### config.mk
export PLATFORM = sky130hd
export DESIGN_NAME = ecc_word_guard
export DESIGN_NICKNAME = d
export VERILOG_FILES = /design/src/rtl/ecc_guard_pkg.sv /design/src/rtl/ecc_enc.sv /design/src/rtl/ecc_inject.sv /design/src/rtl/ecc_dec.sv /design/src/rtl/ecc_word_guard.sv
export SDC_FILE = /design/constraint.sdc
export NUM_CORES = 1
export LEC_CHECK = 0
export ABC_CLOCK_PERIOD_IN_PS = 1100
export BUFFER_PORTS_ARGS = -buffer_cell sky130_fd_sc_hd__buf_2
export CAP_MARGIN = 5
export CORE_MARGIN = 10
export CORE_UTILIZATION = 52
export DETAILED_ROUTE_END_ITERATION = 16
export PLACE_DENSITY_LB_ADDON = 0.2
export SLEW_MARGIN = 5
export SYNTH_ARGS = -nofsm -noshare
export SYNTH_HDL_FRONTEND = slang
export SYNTH_SLANG_ARGS = --single-unit
### constraint.sdc
create_clock -name clk -period 1.1 [get_ports clk]
set_input_delay 0.055 -clock clk [delete_from_list [all_inputs] [get_ports clk]]
set_output_delay 0.055 -clock clk [all_outputs]
set_load 0.01 [all_outputs]
### src/rtl/ecc_guard_pkg.sv
package ecc_guard_pkg;

    // Smallest number of Hamming check bits for a given data width
    function automatic int check_count(input int data_w);
        for (int p = 1; p < 31; p++) begin
            if ((1 << p) >= data_w + p + 1) return p;
        end
        return 31;
    endfunction

    function automatic bit is_pow2(input int v);
        return (v != 0) && ((v & (v - 1)) == 0);
    endfunction

endpackage

### src/rtl/ecc_enc.sv
module ecc_enc
    import ecc_guard_pkg::*;
#(
    parameter int DATA_W = 32,
    parameter int CHK_W  = check_count(DATA_W),
    parameter int CODE_W = DATA_W + CHK_W + 1
) (
    input  logic [DATA_W-1:0] data_i,
    output logic [CODE_W-1:0] code_o
);

    function automatic logic [CODE_W-1:0] cover_mask(input int j);
        logic [CODE_W-1:0] m;
        m = '0;
        for (int i = 1; i < CODE_W; i++) m[i] = ((i >> j) & 1) == 1;
        return m;
    endfunction

    function automatic logic [CODE_W-1:0] scatter(input logic [DATA_W-1:0] d);
        logic [CODE_W-1:0] c;
        int k;
        c = '0;
        k = 0;
        for (int i = 1; i < CODE_W; i++) begin
            if (!is_pow2(i)) begin
                c[i] = d[k];
                k++;
            end
        end
        return c;
    endfunction

    logic [CODE_W-1:0] base_w;
    logic [CHK_W-1:0]  chk_w;
    logic [CODE_W-1:0] full_w;

    assign base_w = scatter(data_i);

    // check bit positions are empty in base_w, so each check covers data only
    for (genvar j = 0; j < CHK_W; j++) begin : g_chk
        assign chk_w[j] = ^(base_w & cover_mask(j));
    end

    always_comb begin
        full_w = base_w;
        for (int j = 0; j < CHK_W; j++) full_w[1 << j] = chk_w[j];
    end

    assign code_o = {full_w[CODE_W-1:1], ^full_w[CODE_W-1:1]};

endmodule

### src/rtl/ecc_inject.sv
module ecc_inject #(
    parameter int CODE_W = 39,
    parameter int POS_A  = 3,
    parameter int POS_B  = 5
) (
    input  logic [CODE_W-1:0] code_i,
    input  logic              one_i,
    input  logic              two_i,
    output logic [CODE_W-1:0] code_o
);

    localparam logic [CODE_W-1:0] MASK_A = CODE_W'(1) << POS_A;
    localparam logic [CODE_W-1:0] MASK_B = CODE_W'(1) << POS_B;

    logic [CODE_W-1:0] flip_w;

    always_comb begin
        if (two_i)      flip_w = MASK_A | MASK_B;
        else if (one_i) flip_w = MASK_A;
        else            flip_w = '0;
    end

    assign code_o = code_i ^ flip_w;

endmodule

### src/rtl/ecc_dec.sv
module ecc_dec
    import ecc_guard_pkg::*;
#(
    parameter int DATA_W = 32,
    parameter int CHK_W  = check_count(DATA_W),
    parameter int CODE_W = DATA_W + CHK_W + 1
) (
    input  logic [CODE_W-1:0] code_i,
    output logic [DATA_W-1:0] data_o,
    output logic              fixed_o,
    output logic              fatal_o
);

    function automatic logic [CODE_W-1:0] cover_mask(input int j);
        logic [CODE_W-1:0] m;
        m = '0;
        for (int i = 1; i < CODE_W; i++) m[i] = ((i >> j) & 1) == 1;
        return m;
    endfunction

    function automatic logic [DATA_W-1:0] gather(input logic [CODE_W-1:0] c);
        logic [DATA_W-1:0] d;
        int k;
        d = '0;
        k = 0;
        for (int i = 1; i < CODE_W; i++) begin
            if (!is_pow2(i)) begin
                d[k] = c[i];
                k++;
            end
        end
        return d;
    endfunction

    logic [CHK_W-1:0]  syn_w;
    logic              odd_w;
    logic              in_rng_w;
    logic [CODE_W-1:0] flip_w;

    for (genvar j = 0; j < CHK_W; j++) begin : g_syn
        assign syn_w[j] = ^(code_i & cover_mask(j));
    end

    assign odd_w    = ^code_i;
    assign in_rng_w = 32'(syn_w) < CODE_W;

    always_comb begin
        flip_w  = '0;
        fixed_o = 1'b0;
        fatal_o = 1'b0;
        if (odd_w) begin
            if (syn_w == '0) begin
                fixed_o = 1'b1;          // only the parity bit was hit
            end else if (in_rng_w) begin
                flip_w[syn_w] = 1'b1;
                fixed_o       = 1'b1;
            end else begin
                fatal_o = 1'b1;          // syndrome past the codeword end
            end
        end else if (syn_w != '0) begin
            fatal_o = 1'b1;
        end
    end

    assign data_o = gather(code_i ^ flip_w);

endmodule

### src/rtl/ecc_word_guard.sv
module ecc_word_guard
    import ecc_guard_pkg::*;
#(
    parameter int DATA_W    = 32,
    parameter int INJ_POS_A = 3,
    parameter int INJ_POS_B = 5,
    localparam int CHK_W    = check_count(DATA_W),
    localparam int CODE_W   = DATA_W + CHK_W + 1
) (
    input  logic              clk,
    input  logic              rst_n,
    input  logic              wr_en,
    input  logic [DATA_W-1:0] wr_data,
    input  logic              inj_one,
    input  logic              inj_two,
    output logic              code_valid,
    output logic [CODE_W-1:0] code_out,
    input  logic              rd_en,
    input  logic [CODE_W-1:0] code_in,
    output logic              rd_valid,
    output logic [DATA_W-1:0] rd_data,
    output logic              err_fixed,
    output logic              err_fatal
);

    typedef struct packed {
        logic              cv;
        logic [CODE_W-1:0] cw;
        logic              rv;
        logic [DATA_W-1:0] rd;
        logic              fix;
        logic              fat;
    } guard_st_t;

    logic [CODE_W-1:0] cw_clean;
    logic [CODE_W-1:0] cw_inj;
    logic [DATA_W-1:0] dec_data;
    logic              dec_fix;
    logic              dec_fat;

    guard_st_t st_d, st_q;

    ecc_enc #(.DATA_W(DATA_W), .CHK_W(CHK_W), .CODE_W(CODE_W)) u_enc (
        .data_i (wr_data),
        .code_o (cw_clean)
    );

    ecc_inject #(.CODE_W(CODE_W), .POS_A(INJ_POS_A), .POS_B(INJ_POS_B)) u_inj (
        .code_i (cw_clean),
        .one_i  (inj_one),
        .two_i  (inj_two),
        .code_o (cw_inj)
    );

    ecc_dec #(.DATA_W(DATA_W), .CHK_W(CHK_W), .CODE_W(CODE_W)) u_dec (
        .code_i  (code_in),
        .data_o  (dec_data),
        .fixed_o (dec_fix),
        .fatal_o (dec_fat)
    );

    always_comb begin
        st_d    = st_q;
        st_d.cv = wr_en;
        st_d.rv = rd_en;
        if (wr_en) st_d.cw = cw_inj;
        if (rd_en) begin
            st_d.rd  = dec_data;
            st_d.fix = dec_fix;
            st_d.fat = dec_fat;
        end
    end

    always_ff @(posedge clk or negedge rst_n) begin
        if (!rst_n) st_q <= '0;
        else        st_q <= st_d;
    end

    assign code_valid = st_q.cv;
    assign code_out   = st_q.cw;
    assign rd_valid   = st_q.rv;
    assign rd_data    = st_q.rd;
    assign err_fixed  = st_q.fix;
    assign err_fatal  = st_q.fat;

    // injector output against encoder output
    assert_one_flip_R3: assert property (@(posedge clk) disable iff (!rst_n)
        (wr_en && inj_one && !inj_two) |-> ($countones(cw_inj ^ cw_clean) == 1));

    assert_two_flips_R4: assert property (@(posedge clk) disable iff (!rst_n)
        (wr_en && inj_two) |-> ($countones(cw_inj ^ cw_clean) == 2));

    assert_idle_write_R6: assert property (@(posedge clk) disable iff (!rst_n)
        !wr_en |=> (!code_valid && $stable(code_out)));

    assert_read_valid_R7: assert property (@(posedge clk) disable iff (!rst_n)
        rd_en |=> rd_valid);

    assert_flags_exclusive_R10: assert property (@(posedge clk) disable iff (!rst_n)
        !(err_fixed && err_fatal));

    assert_read_hold_R11: assert property (@(posedge clk) disable iff (!rst_n)
        !rd_en |=> (!rd_valid && $stable(rd_data) && $stable(err_fixed) && $stable(err_fatal)));

endmodule

==> results of run 1 <==
-- cells by family after synthesis --
kind of cell | Yosys count
compound gates | 80
xor+xnor | 139
buf+inv | 25
flops | 75
mux | 35
simple gates | 95
-- Yosys cell counts, drive strengths merged, types with 5 or more instances --
| cell | n | area [sq um] |
|---|---|---|
| xnor2 | 108 | 976 |
| dfrtp | 75 | 1880 |
| nor2 | 43 | 161 |
| mux2 | 35 | 402 |
| a31oi | 32 | 200 |
| o31ai | 26 | 195 |
| or4 | 26 | 195 |
| xor2 | 26 | 228 |
| clkbuf | 16 | 60.1 |
| nand2 | 12 | 47.6 |
| buf | 8 | 62.6 |
| o21ai | 7 | 35.0 |
| a21oi | 6 | 30.0 |
| or3 | 6 | 37.5 |
| xnor3 | 5 | 114 |
-- stage by stage --
step | hold WS [ns] | setup WS [ns] | instance area [sq um]
2_1_floorplan | -0.241 | -0.982 | 5080
3_3_place_gp | -0.0393 | -1.28 | 6690
3_5_place_dp | -0.0356 | -1.32 | 6690
4_1_cts | 0.0000781 | -0.850 | 7730
-- timing repair --
item	4_1_cts
gates resized for setup	89
endpoints found under the setup margin	40
buffers inserted	26
hold endpoints to repair	81
pin swaps	76
cloned	5
hold buffers	7
==> impl_metrics.env, run 1 <==
export IMPL_cts_buffers=9
export IMPL_h_tree_depth=3
export IMPL_ioPinCount=152
export IMPL_syn_avg_cell_area_sq_um=10.6
export IMPL_clockBufferDepth=2
export IMPL_post_place_cells=794
export IMPL_stop_stage="global routing"
export IMPL_yosys_area_share_xor_xnor=0.277
export IMPL_gp_congestion=0.863
export IMPL_synth_compound_area_share=0.114
export IMPL_cts_root_buffer="clkbuf_8"
export IMPL_synth_top_family_by_area="XOR/XNOR gates"
export IMPL_synthAdderAreaFrac=0
export IMPL_ys_ff_latch=75
export IMPL_numClockSinks=75
export IMPL_die_h_um=116
export IMPL_status="did not finish"
export IMPL_worstEpCategory="register input"
export IMPL_synth_area_sq_um=4760
export IMPL_die_width_um=116
export IMPL_grt_worst_endpoint="rd_data[7]$_DFFE_PN0P_/D"
export IMPL_synthArstFlopShare=1.00
export IMPL_seq_area_frac_synth=0.395
export IMPL_initial_core_util=0.540
export IMPL_ys_warnings_count=0
export IMPL_portBuffers=151
export IMPL_ys_flop_type="dfrtp_1"
export IMPL_grt_max_degree=52
export IMPL_rows=34
export IMPL_synthesis_nets=526
export IMPL_grt_antenna_before_repair=2
export IMPL_synth_enable_flop_cells=0
export IMPL_yosysUniqueCellTypes=35
export IMPL_synthCells=449
export IMPL_dp_hpwl_um=11600
export IMPL_yosys_area_share_simple=0.103
export IMPL_synth_area_mux_share=0.0845
export IMPL_stop_error="[ERROR DPL-0033] detailed placement checks failed during check placement."
==> run 2, diff against run 1 <==
Settings changed: CORE_UTILIZATION 52 to 40, PLACE_DENSITY_LB_ADDON 0.2 to 0.15.
==> run 2 against run 1 <==
  * The flow now finishes, with violations (setup timing)
  * Synthesized cell count is the same
  * Synthesized area is the same
==> impl_metrics.env, run 2 <==
export IMPL_drtAntennaViolNets=0
export IMPL_initial_core_util=0.413
export IMPL_cts_root_buffer="clkbuf_16"
export IMPL_final_hold_viol_count=0
export IMPL_cap_violations=0
export IMPL_violations="setup timing"
export IMPL_clockBufferDepth=2
export IMPL_largest_register_ffs=39
export IMPL_tritoncts="done"
export IMPL_ys_warnings_count=0
export IMPL_rows=39
export IMPL_yosysUniqueCellTypes=35
export IMPL_die_area_sq_um=16700
export IMPL_dp_hpwl_um=11500
export IMPL_cp_data_required_time_ns=1.29
export IMPL_hp_class="input port to flop"
export IMPL_yosysTopAreaCellShare=0.395
export IMPL_ir_worst_vdd_mv=1.19
export IMPL_h_tree_depth=3
export IMPL_grt_max_degree=76
export IMPL_die_h_um=129
export IMPL_synth_enable_flop_cells=0
export IMPL_final_nets=824
export IMPL_layout_common_cells="buf_2 (123), buf_4 (121), dfrtp_1 (75)"
export IMPL_final_util=0.759
export IMPL_drt_iter0_markers=313
export IMPL_synthesis_nets=526
export IMPL_avgViaCountPerCell=5.58
export IMPL_ys_flop_type="dfrtp_1"
export IMPL_fill_cells=702
export IMPL_synth_area_sq_um=4760
export IMPL_clock_fmax_ghz=0.439
export IMPL_diodes=0
export IMPL_crit_path_max_fanout=7
export IMPL_synthArstFlopShare=1.00
export IMPL_critPathKind="input port to flop"
export IMPL_grt_use_total=0.209
export IMPL_period_minus_slack_ns=2.28
export IMPL_gp_congestion=0.864
export IMPL_grt_antenna_before_repair=0
export IMPL_syn_avg_cell_area_sq_um=10.6
export IMPL_setup_ws_ns=-1.18
export IMPL_numClockSinks=75
export IMPL_postRouteWirelength_um=19600
export IMPL_core_area_sq_um=11500
export IMPL_area_growth_syn_to_layout_pct=83.8
export IMPL_wl_per_cell_um=21.9
export IMPL_place_area_sq_um=6630
export IMPL_power_leakage_nw=3.78
export IMPL_status="finished with violations"
export IMPL_globalRouteOverflowTotal=0
export IMPL_rsz0062_at_grt="yes"
export IMPL_total_power_mw=19.5
export IMPL_ff_latch_area_sq_um=1880
export IMPL_worstMarginPinSlew_ns=0.435
export IMPL_slew_viol_final=0
export IMPL_power_density_nw_per_um2=2230
export IMPL_whs_ns=0.00485
export IMPL_finalSetupViolCount=37
export IMPL_dr_pass1_iters=5
export IMPL_grt_pass1_vias=5223
export IMPL_drive_above_1_share=0.650
export IMPL_seq_area_frac_synth=0.395
export IMPL_finalCritPeriodShare=2.07
export IMPL_critical_path_endpoint_type="flop"
export IMPL_portBuffers=151
export IMPL_final_common_cell="buf_2"
export IMPL_synthCells=449
export IMPL_grtUsageMet1=0.232
export IMPL_netlist_top_cell_by_area="dfrtp_1"
export IMPL_synthTopCellsByCount="xnor2_1 (104), dfrtp_1 (75), nor2_1 (43), mux2_2 (33), a31oi_1 (32)"
export IMPL_ioPinCount=152
export IMPL_multi_input_area_sq_um=4080
export IMPL_grt_pass1_wl_um=27500
export IMPL_critPathArrivalTime_ns=2.47
export IMPL_ys_ff_latch=75
export IMPL_via_count=4986
export IMPL_fin_skew_ns=0
export IMPL_use_met3=0.0620
export IMPL_synth_most_common_cell="xnor2_1"
export IMPL_critPathLaunchType="input port"
export IMPL_relSlewSlack=0.709
export IMPL_post_route_drc_count=0
export IMPL_gr_max_usage_layer="met2"
export IMPL_final_cell_area_sq_um=8740
export IMPL_die_width_um=129
export IMPL_clk_pin_slew_worst_paths_ns=0.06
export IMPL_worst_skew_pair_late_latency_ns=0.33
export IMPL_synthTopCellsByArea="dfrtp_1 (39%), xnor2_1 (19%), mux2_2 (7.8%)"
export IMPL_cts_buffers=9
export IMPL_use_met2=0.362
-- run 2: path summary, 6_finish.rpt --
check / start / endpoint / slack, ns / cells after the start
max in group asynchronous: rst_n / code_out[29] / 0.47 / 3
min reg2reg: code_out[30] / code_out[30] / 0.50 / 1
max reg2reg: err_fatal / err_fatal / 0.17 / 2
min in group asynchronous: rst_n / code_out[5] / 0.29 / 3
min: wr_data[5] / code_out[10] / 0.005 / 2
max: code_in[25] / rd_data[9] / -1.18 / 12
-- run 2: worst max-delay path: stages --
cell and delay, ns:
buf_2 0.15, xnor2_2 0.16, xnor2_1 0.36, xnor3_2 0.40, buf_6 0.16, xnor2_4 0.23, buf_12 0.15, nand2_8 0.07
buf_8 0.15, buf_4 0.14, o31ai_1 0.29, a31oi_1 0.14
-- run 2: per-layer routing --
metal | wire length [um] | up-vias
met4 | 714 | 0
met5 | 0 | -
met1 | 7570 | 2483
li1 | - | 2203
met3 | 1330 | 60
met2 | 9970 | 240
-- run 2: repair_timing --
| item | 4_1_cts | 5_1_grt |
|---|---|---|
| hold buffers | 6 | 2 |
| resized for setup | 121 | 110 |
| buffers inserted | 42 | 17 |
| gates cloned | 4 | 0 |
| setup endpoints to repair | 40 | 40 |
| pin swaps | 92 | 62 |
| hold endpoints to repair | 80 | 2 |
-- run 2: cell type report --
cell class | instances | share of cell area
Sequential cell | 75 | 0.215
Clock inverter | 4 | 0.00573
Tap cell | 143 | 0.0205
Multi-Input combinational cell | 353 | 0.466
Inverter | 1 | 0.000429
Clock buffer | 11 | 0.0289
Timing Repair Buffer | 307 | 0.264
-- run 2: logic make-up after synthesis --
| logic type | count (synthesis) | synth area share |
|---|---|---|
| AO/OA/AOI/OAI | 80 | 0.114 |
| XOR/XNOR | 139 | 0.277 |
| buffers and inverters | 25 | 0.0266 |
| flip-flops | 75 | 0.395 |
| multiplexers | 35 | 0.0845 |
| AND/OR/NAND/NOR | 95 | 0.103 |
-- run 2: stage by stage --
| step | setup TNS (ns) | cells | setup WS, ns |
|---|---|---|---|
| CTS | -27.95 | 882 | -0.899 |
| finish | -34.62 | 894 | -1.18 |
| detailed placement | -47.79 | 818 | -1.39 |
| global placement | -45.81 | 818 | -1.34 |
| global route | -35.19 | 894 | -1.15 |
| floorplan | -30.40 | 449 | -0.982 |
-- run 2: power by group --
group | total [mW] | switching (mW) | internal, mW
clock | 3.07 | 1.21 | 1.87
sequential | 3.43 | 0.242 | 3.19
combinational | 13.0 | 6.33 | 6.71
total | 19.5 | 7.78 | 11.8
Power figures use the tool's default switching activity.
==> run 3, diff against run 2 <==
Settings changed: CTS_CLUSTER_SIZE from default to 14, SYNTH_HIERARCHICAL from default to 1.
==> run 3 against run 2 <==
  * The flow still finishes with violations (setup timing)
  * First-iteration DRC count shrank 65%
  * Non-clock buffer count shrank 16
  * Sequential share of layout area shrank 0.82 points
  * Sequential cell count is the same
  * Register-to-register slack gained 0.13 ns
  * Core utilization shrank 8.1 points
  * Clock power is essentially flat
  * Combinational power shrank 10%
  * Critical path type unchanged
  * Largest power group unchanged
==> impl_metrics.env, run 3 <==
export IMPL_ys_flop_type="dfrtp_1"
export IMPL_wl_per_cell_um=18.9
export IMPL_worst_skew_pair_late_latency_ns=0.33
export IMPL_portBuffers=151
export IMPL_cp_data_required_time_ns=1.33
export IMPL_core_area_sq_um=13400
export IMPL_worstMarginPinSlew_ns=0.435
export IMPL_yosysUniqueCellTypes=34
export IMPL_status="finished with violations"
export IMPL_die_h_um=137
export IMPL_critical_path_endpoint_type="flop"
export IMPL_die_width_um=137
export IMPL_critPathKind="input port to flop"
export IMPL_clockBufferDepth=2
export IMPL_reg2reg_from="rd_data[20]"
export IMPL_synth_area_sq_um=5520
export IMPL_synthTopCellsByCount="xnor2_1 (113), dfrtp_1 (75), buf_4 (72), mux2_2 (63), xor2_1 (28)"
export IMPL_crit_start="code_in[26]"
export IMPL_final_common_cell="buf_2"
export IMPL_rows=42
export IMPL_period_minus_slack_ns=2.13
export IMPL_tritoncts="done"
export IMPL_pre_cts_ws_ns=-1.53
export IMPL_cts_root_buffer="clkbuf_16"
export IMPL_grt_pass1_wl_um=24400
export IMPL_clock_fmax_ghz=0.469
export IMPL_largest_register_ffs=39
export IMPL_timing_rr_end="rd_data[20]"
export IMPL_violations="setup timing"
export IMPL_critPathArrivalTime_ns=2.36
export IMPL_avgViaCountPerCell=4.64
export IMPL_area_growth_syn_to_layout_pct=64.6
export IMPL_power_leakage_nw=4.18
export IMPL_initial_core_util=0.412
export IMPL_power_density_nw_per_um2=2020
export IMPL_ys_ff_latch=75
export IMPL_hp_class="input port to flop"
export IMPL_die_area_sq_um=18900
export IMPL_postRouteWirelength_um=16200
export IMPL_diodes=0
export IMPL_synthArstFlopShare=1.00
export IMPL_grt_max_degree=76
export IMPL_fin_skew_ns=0
export IMPL_cts_buffers=9
export IMPL_rsz0062_at_grt="yes"
export IMPL_drive_above_1_share=0.734
export IMPL_gp_congestion=0.892
export IMPL_dp_hpwl_um=11300
export IMPL_grt_antenna_before_repair=0
export IMPL_grt_pass1_vias=4542
export IMPL_clk_pin_slew_worst_paths_ns=0.06
export IMPL_via_count=3973
export IMPL_slew_viol_final=0
export IMPL_numClockSinks=75
export IMPL_synthTopCellsByArea="dfrtp_1 (34%), xnor2_1 (18%), mux2_2 (13%)"
export IMPL_crit_end="rd_data[21]"
export IMPL_grt_use_total=0.166
export IMPL_globalRouteOverflowTotal=0
export IMPL_layout_common_cells="buf_2 (120), buf_4 (98), dfrtp_1 (75)"
export IMPL_critPathLaunchType="input port"
export IMPL_drt_iter0_markers=108
export IMPL_netlist_top_cell_by_area="dfrtp_1"
export IMPL_final_hold_viol_count=0
export IMPL_setup_ws_ns=-1.03
export IMPL_seq_area_frac_synth=0.340
export IMPL_post_route_drc_count=0
export IMPL_regToRegSetupSlack_ns=0.30
export IMPL_h_tree_depth=3
export IMPL_synth_most_common_cell="xnor2_1"
export IMPL_syn_avg_cell_area_sq_um=12.2
export IMPL_final_nets=752
export IMPL_ys_warnings_count=6
export IMPL_synthesis_nets=531
export IMPL_final_util=0.678
export IMPL_worst_r2r_path_depth=1
export IMPL_dr_pass1_iters=4
export IMPL_ir_worst_vdd_mv=1.38
export IMPL_relSlewSlack=0.710
export IMPL_ioPinCount=152
export IMPL_synthCells=454
export IMPL_finalSetupViolCount=40
export IMPL_yosysTopAreaCellShare=0.340
export IMPL_synth_enable_flop_cells=0
export IMPL_cap_violations=0
export IMPL_crit_path_max_fanout=4
export IMPL_finalCritPeriodShare=1.94
export IMPL_drtAntennaViolNets=0
-- run 3: cell count changes in the layout (fill, tap and decap cells not counted), sizes merged, moves of 7 or more --
cell   change
buf       -15
nand2     +11
mux2      +34
nor2      -39
or4       -26
o21ai      -7
o31ai     -26
xnor3      +7
xnor2     +11
a31oi     -32
-- run 3: cell families after synthesis --
| kind of cell | share of synthesized area |
|---|---|
| XOR/XNOR | 0.304 |
| buffers and inverters | 0.115 |
| flip-flops | 0.340 |
| multiplexers | 0.156 |
| AND/OR/NAND/NOR | 0.0474 |
| AO/OA/AOI/OAI | 0.0383 |
-- run 3: metal layers --
metal / vias up / share of wire / track usage
met1: 1967 / 0.36 / 0.183
met3: 21 / 0.060 / 0.0513
met4: 0 / 0.018 / 0.0498
met5: - / 0 / 0
met2: 105 / 0.56 / 0.298
li1: 1880 / - / -
-- run 3: worst min path at each step --
stage / depth (start not counted) / start / to
global placement: 2 / rst_n / rd_data[5]
finish: 2 / wr_data[15] / code_out[21]
floorplan: 0 / rst_n / code_out[0]
CTS: 2 / wr_data[15] / code_out[21]
global route: 2 / wr_data[15] / code_out[21]
detailed placement: 2 / rst_n / rd_data[5]
-- run 3: cell type report --
class                   count  area, sq um
multi-input cells         296         4410
fillers                   939         4310
repair buffers            291         2270
flip-flops and latches     75         1880
clock buffers              13          260
well taps                 176          220
clock inverters             3         46.3
inverters                   2         7.51
-- run 3: repair_timing --
| action | in CTS | in global routing |
|---|---|---|
| hold buffers | 7 | 1 |
| endpoints found under the hold margin | 81 | 1 |
| setup endpoints to repair | 40 | 40 |
| pin swaps | 63 | 68 |
| gates resized for setup | 151 | 87 |
| buffers inserted | 30 | 18 |
-- run 3: power by group --
| part | total (mW) | switching, mW | internal, mW | leakage (nW) |
|---|---|---|---|---|
| sequential | 3.55 | 0.281 | 3.27 | 0.877 |
| clock | 3.10 | 1.21 | 1.89 | 0.146 |
| combinational | 11.7 | 5.27 | 6.46 | 3.16 |
-- run 3: per-stage QoR --
stage	setup TNS [ns]	power (mW)	area (sq um)	cells	hold slack (ns)
floorplan	-33.99	9.47	5970	454	-0.241
finish	-33.18	18.4	9090	856	0.00792
detailed placement	-52.09	11.9	7110	794	0.114
global placement	-50.93	11.8	7110	794	0.112
global route	-35.61	19.3	9090	856	0.0112
CTS	-32.00	17.1	8490	843	0.000317
-- run 3: critical path: stages --
cell	delay [ns]
buf_8	0.10
buf_6	0.12
xnor2_4	0.24
xnor2_4	0.14
xor2_4	0.21
or3_4	0.37
buf_6	0.13
a2111oi_4	0.34
buf_6	0.18
nand2_1	0.07
xnor2_1	0.12
mux2_2	0.26
==> run 4, diff against run 3 <==
Settings changed: CELL_PAD_IN_SITES_DETAIL_PLACEMENT from default to 2, CELL_PAD_IN_SITES_GLOBAL_PLACEMENT from default to 2, CORE_UTILIZATION 40 to 34, SKIP_LAST_GASP from default to 1.
==> run 4 against run 3 <==
  * The flow still finishes with violations (setup timing)
  * Non-clock buffer count grew 7
  * Sequential power grew 1%
  * Routed wire length rose by 57%
  * Total power rose by 10%
  * Cell area up 0.12%
  * Fmax shrank 9.5%
  * Via count rose by 7.3%
==> impl_metrics.env, run 4 (synthesized netlist as in run 3, its figures left out) <==
export IMPL_status="finished with violations"
export IMPL_violations="setup timing"
export IMPL_drt_iter0_markers=185
export IMPL_final_common_cell="buf_2"
export IMPL_critPathKind="input port to flop"
export IMPL_ioPinCount=152
export IMPL_via_count=4263
export IMPL_p_switching_mw=8.25
export IMPL_cp_num_buf_inv=4
export IMPL_slew_viol_final=0
export IMPL_grt_use_total=0.197
export IMPL_largest_register_ffs=39
export IMPL_worst_skew_pair_late_latency_ns=0.35
export IMPL_final_util=0.573
export IMPL_clock_power_share=0.158
export IMPL_rows=46
export IMPL_worst_r2r_path_depth=1
export IMPL_comb_power_share=0.664
export IMPL_cp_data_required_time_ns=1.34
export IMPL_crit_family="XOR/XNOR gates"
export IMPL_crit_path_max_fanout=6
export IMPL_cts_buffers=9
export IMPL_critPathArrivalTime_ns=2.60
export IMPL_portBuffers=151
export IMPL_finalSetupViolCount=40
export IMPL_dp_hpwl_um=13900
export IMPL_period_minus_slack_ns=2.35
export IMPL_grt_pass1_vias=5201
export IMPL_gp_congestion=0.832
export IMPL_die_area_sq_um=21700
export IMPL_grt_antenna_before_repair=0
export IMPL_holdCritStartpoint="wr_data[27]"
export IMPL_power_density_nw_per_um2=2230
export IMPL_globalRouteOverflowTotal=0
export IMPL_cpPeakStageDelay_ns=0.48
export IMPL_power_leakage_nw=4.22
export IMPL_place_area_sq_um=7140
export IMPL_ir_worst_vdd_mv=1.37
export IMPL_tritoncts="done"
export IMPL_die_h_um=147
export IMPL_power_frac_seq=0.178
export IMPL_cp_slowest_cell="xor3_2"
export IMPL_min_to="code_out[34]"
export IMPL_clockBufferDepth=2
export IMPL_critPathLaunchType="input port"
export IMPL_finalCritPeriodShare=2.14
export IMPL_wl_per_cell_um=28.1
export IMPL_clk_pin_slew_worst_paths_ns=0.07
export IMPL_clock_fmax_ghz=0.425
export IMPL_intPower_mw=12.0
export IMPL_grt_pass1_wl_um=32500
export IMPL_drtAntennaViolNets=0
export IMPL_timing_rr_end="code_out[15]"
export IMPL_final_hold_viol_count=0
export IMPL_final_nets=760
export IMPL_regToRegSetupSlack_ns=0.26
export IMPL_dr_pass1_iters=4
export IMPL_relSlewSlack=0.665
export IMPL_avgViaCountPerCell=4.72
export IMPL_post_route_drc_count=0
export IMPL_diodes=0
export IMPL_worstMarginPinSlew_ns=0.500
export IMPL_die_width_um=147
export IMPL_setup_ws_ns=-1.25
export IMPL_fin_skew_ns=0
export IMPL_area_growth_syn_to_layout_pct=64.8
export IMPL_postRouteWirelength_um=25400
export IMPL_grt_max_degree=76
export IMPL_rsz0062_at_grt="yes"
export IMPL_critical_path_endpoint_type="flop"
export IMPL_drive_above_1_share=0.747
export IMPL_h_tree_depth=3
export IMPL_initial_core_util=0.347
export IMPL_hp_class="input port to flop"
export IMPL_cts_root_buffer="clkbuf_16"
export IMPL_final_cell_area_sq_um=9100
export IMPL_swShare=0.407
export IMPL_crit_chain="buf_8, xor2_4, xnor2_2, xnor2_2, buf_4, xor3_2, buf_12, buf_12, a2111oi_4, nand2_1, xnor2_1, mux2_2"
export IMPL_hold_depth=2
export IMPL_numClockSinks=75
export IMPL_reg2reg_from="code_out[15]"
export IMPL_layout_common_cells="buf_2 (124), buf_4 (108), dfrtp_1 (75)"
export IMPL_cap_violations=0
export IMPL_fill_cells=1455
export IMPL_core_area_sq_um=15900
run 4: cell types whose count changed in the layout (fill, tap and decap cells not counted), moves of 2 or more:
| cell | before | now |
|---|---|---|
| buf_4 | 98 | 108 |
| mux2_2 | 32 | 41 |
| mux2_4 | 41 | 32 |
| xnor2_2 | 32 | 40 |
| buf_6 | 48 | 41 |
| xnor2_4 | 39 | 34 |
| buf_2 | 120 | 124 |
| buf_8 | 6 | 9 |
| nand2_4 | 5 | 8 |
| xnor2_1 | 48 | 45 |
| dlygate4sd3_1 | 8 | 6 |
| nand2_1 | 12 | 10 |
run 4: per-stage QoR:
step           hold slack [ns]  std cells  power, mW  setup slack, ns  setup TNS [ns]
6_report                0.0290        904       20.3            -1.25          -40.47
5_1_grt                 0.0267        904       21.1            -1.31          -42.41
4_1_cts                 0.0107        883       17.2            -1.00          -33.47
3_5_place_dp             0.124        833       12.3            -1.64          -54.14
3_3_place_gp             0.115        833       12.0            -1.63          -52.12
2_1_floorplan           -0.241        454       9.47           -0.996          -33.99
run 4: timing repair:
action | in CTS | in global routing
gates resized for setup | 130 | 89
pin swaps | 71 | 63
gates cloned | 1 | 0
hold endpoints to repair | 80 | 0
hold buffers | 6 | 0
setup buffers | 29 | 23
setup endpoints to repair | 40 | 40
run 4: power groups by stage:
stage	clock network [mW]	logic, mW	registers [mW]
finish	3.21	13.4	3.60
detailed placement	0	8.70	3.58
global placement	0	8.41	3.55
floorplan	0	5.68	3.78
CTS	3.16	10.5	3.55
global route	3.38	14.0	3.67
run 4: worst max-delay path by stage:
stage / slack (ns) / depth (start not counted) / startpoint / endpoint
after floorplan: -1.0 / 8 / code_in[3] / rd_data[6]
after global placement: -1.63 / 11 / code_in[26] / rd_data[20]
after detailed placement: -1.64 / 11 / code_in[26] / rd_data[20]
after CTS: -1.00 / 10 / code_in[23] / rd_data[17]
after global routing: -1.31 / 12 / code_in[2] / rd_data[15]
final: -1.25 / 12 / code_in[2] / rd_data[11]
run 4: metal layers:
metal	track usage	routed length, um
met1	0.199	8950
met2	0.378	14600
met3	0.0403	1180
met4	0.0907	719
met5	0	0
run 4: layout make-up:
cell class,instances,area (sq um),area share
sequential,75,1880,0.206
multi-input combinational,297,4360,0.479
inverter,2,7.51,0.000825
clock inverter,4,50.0,0.00550
timing repair buffer,298,2290,0.252
clock buffer,12,246,0.0271
tap,216,270,0.0297
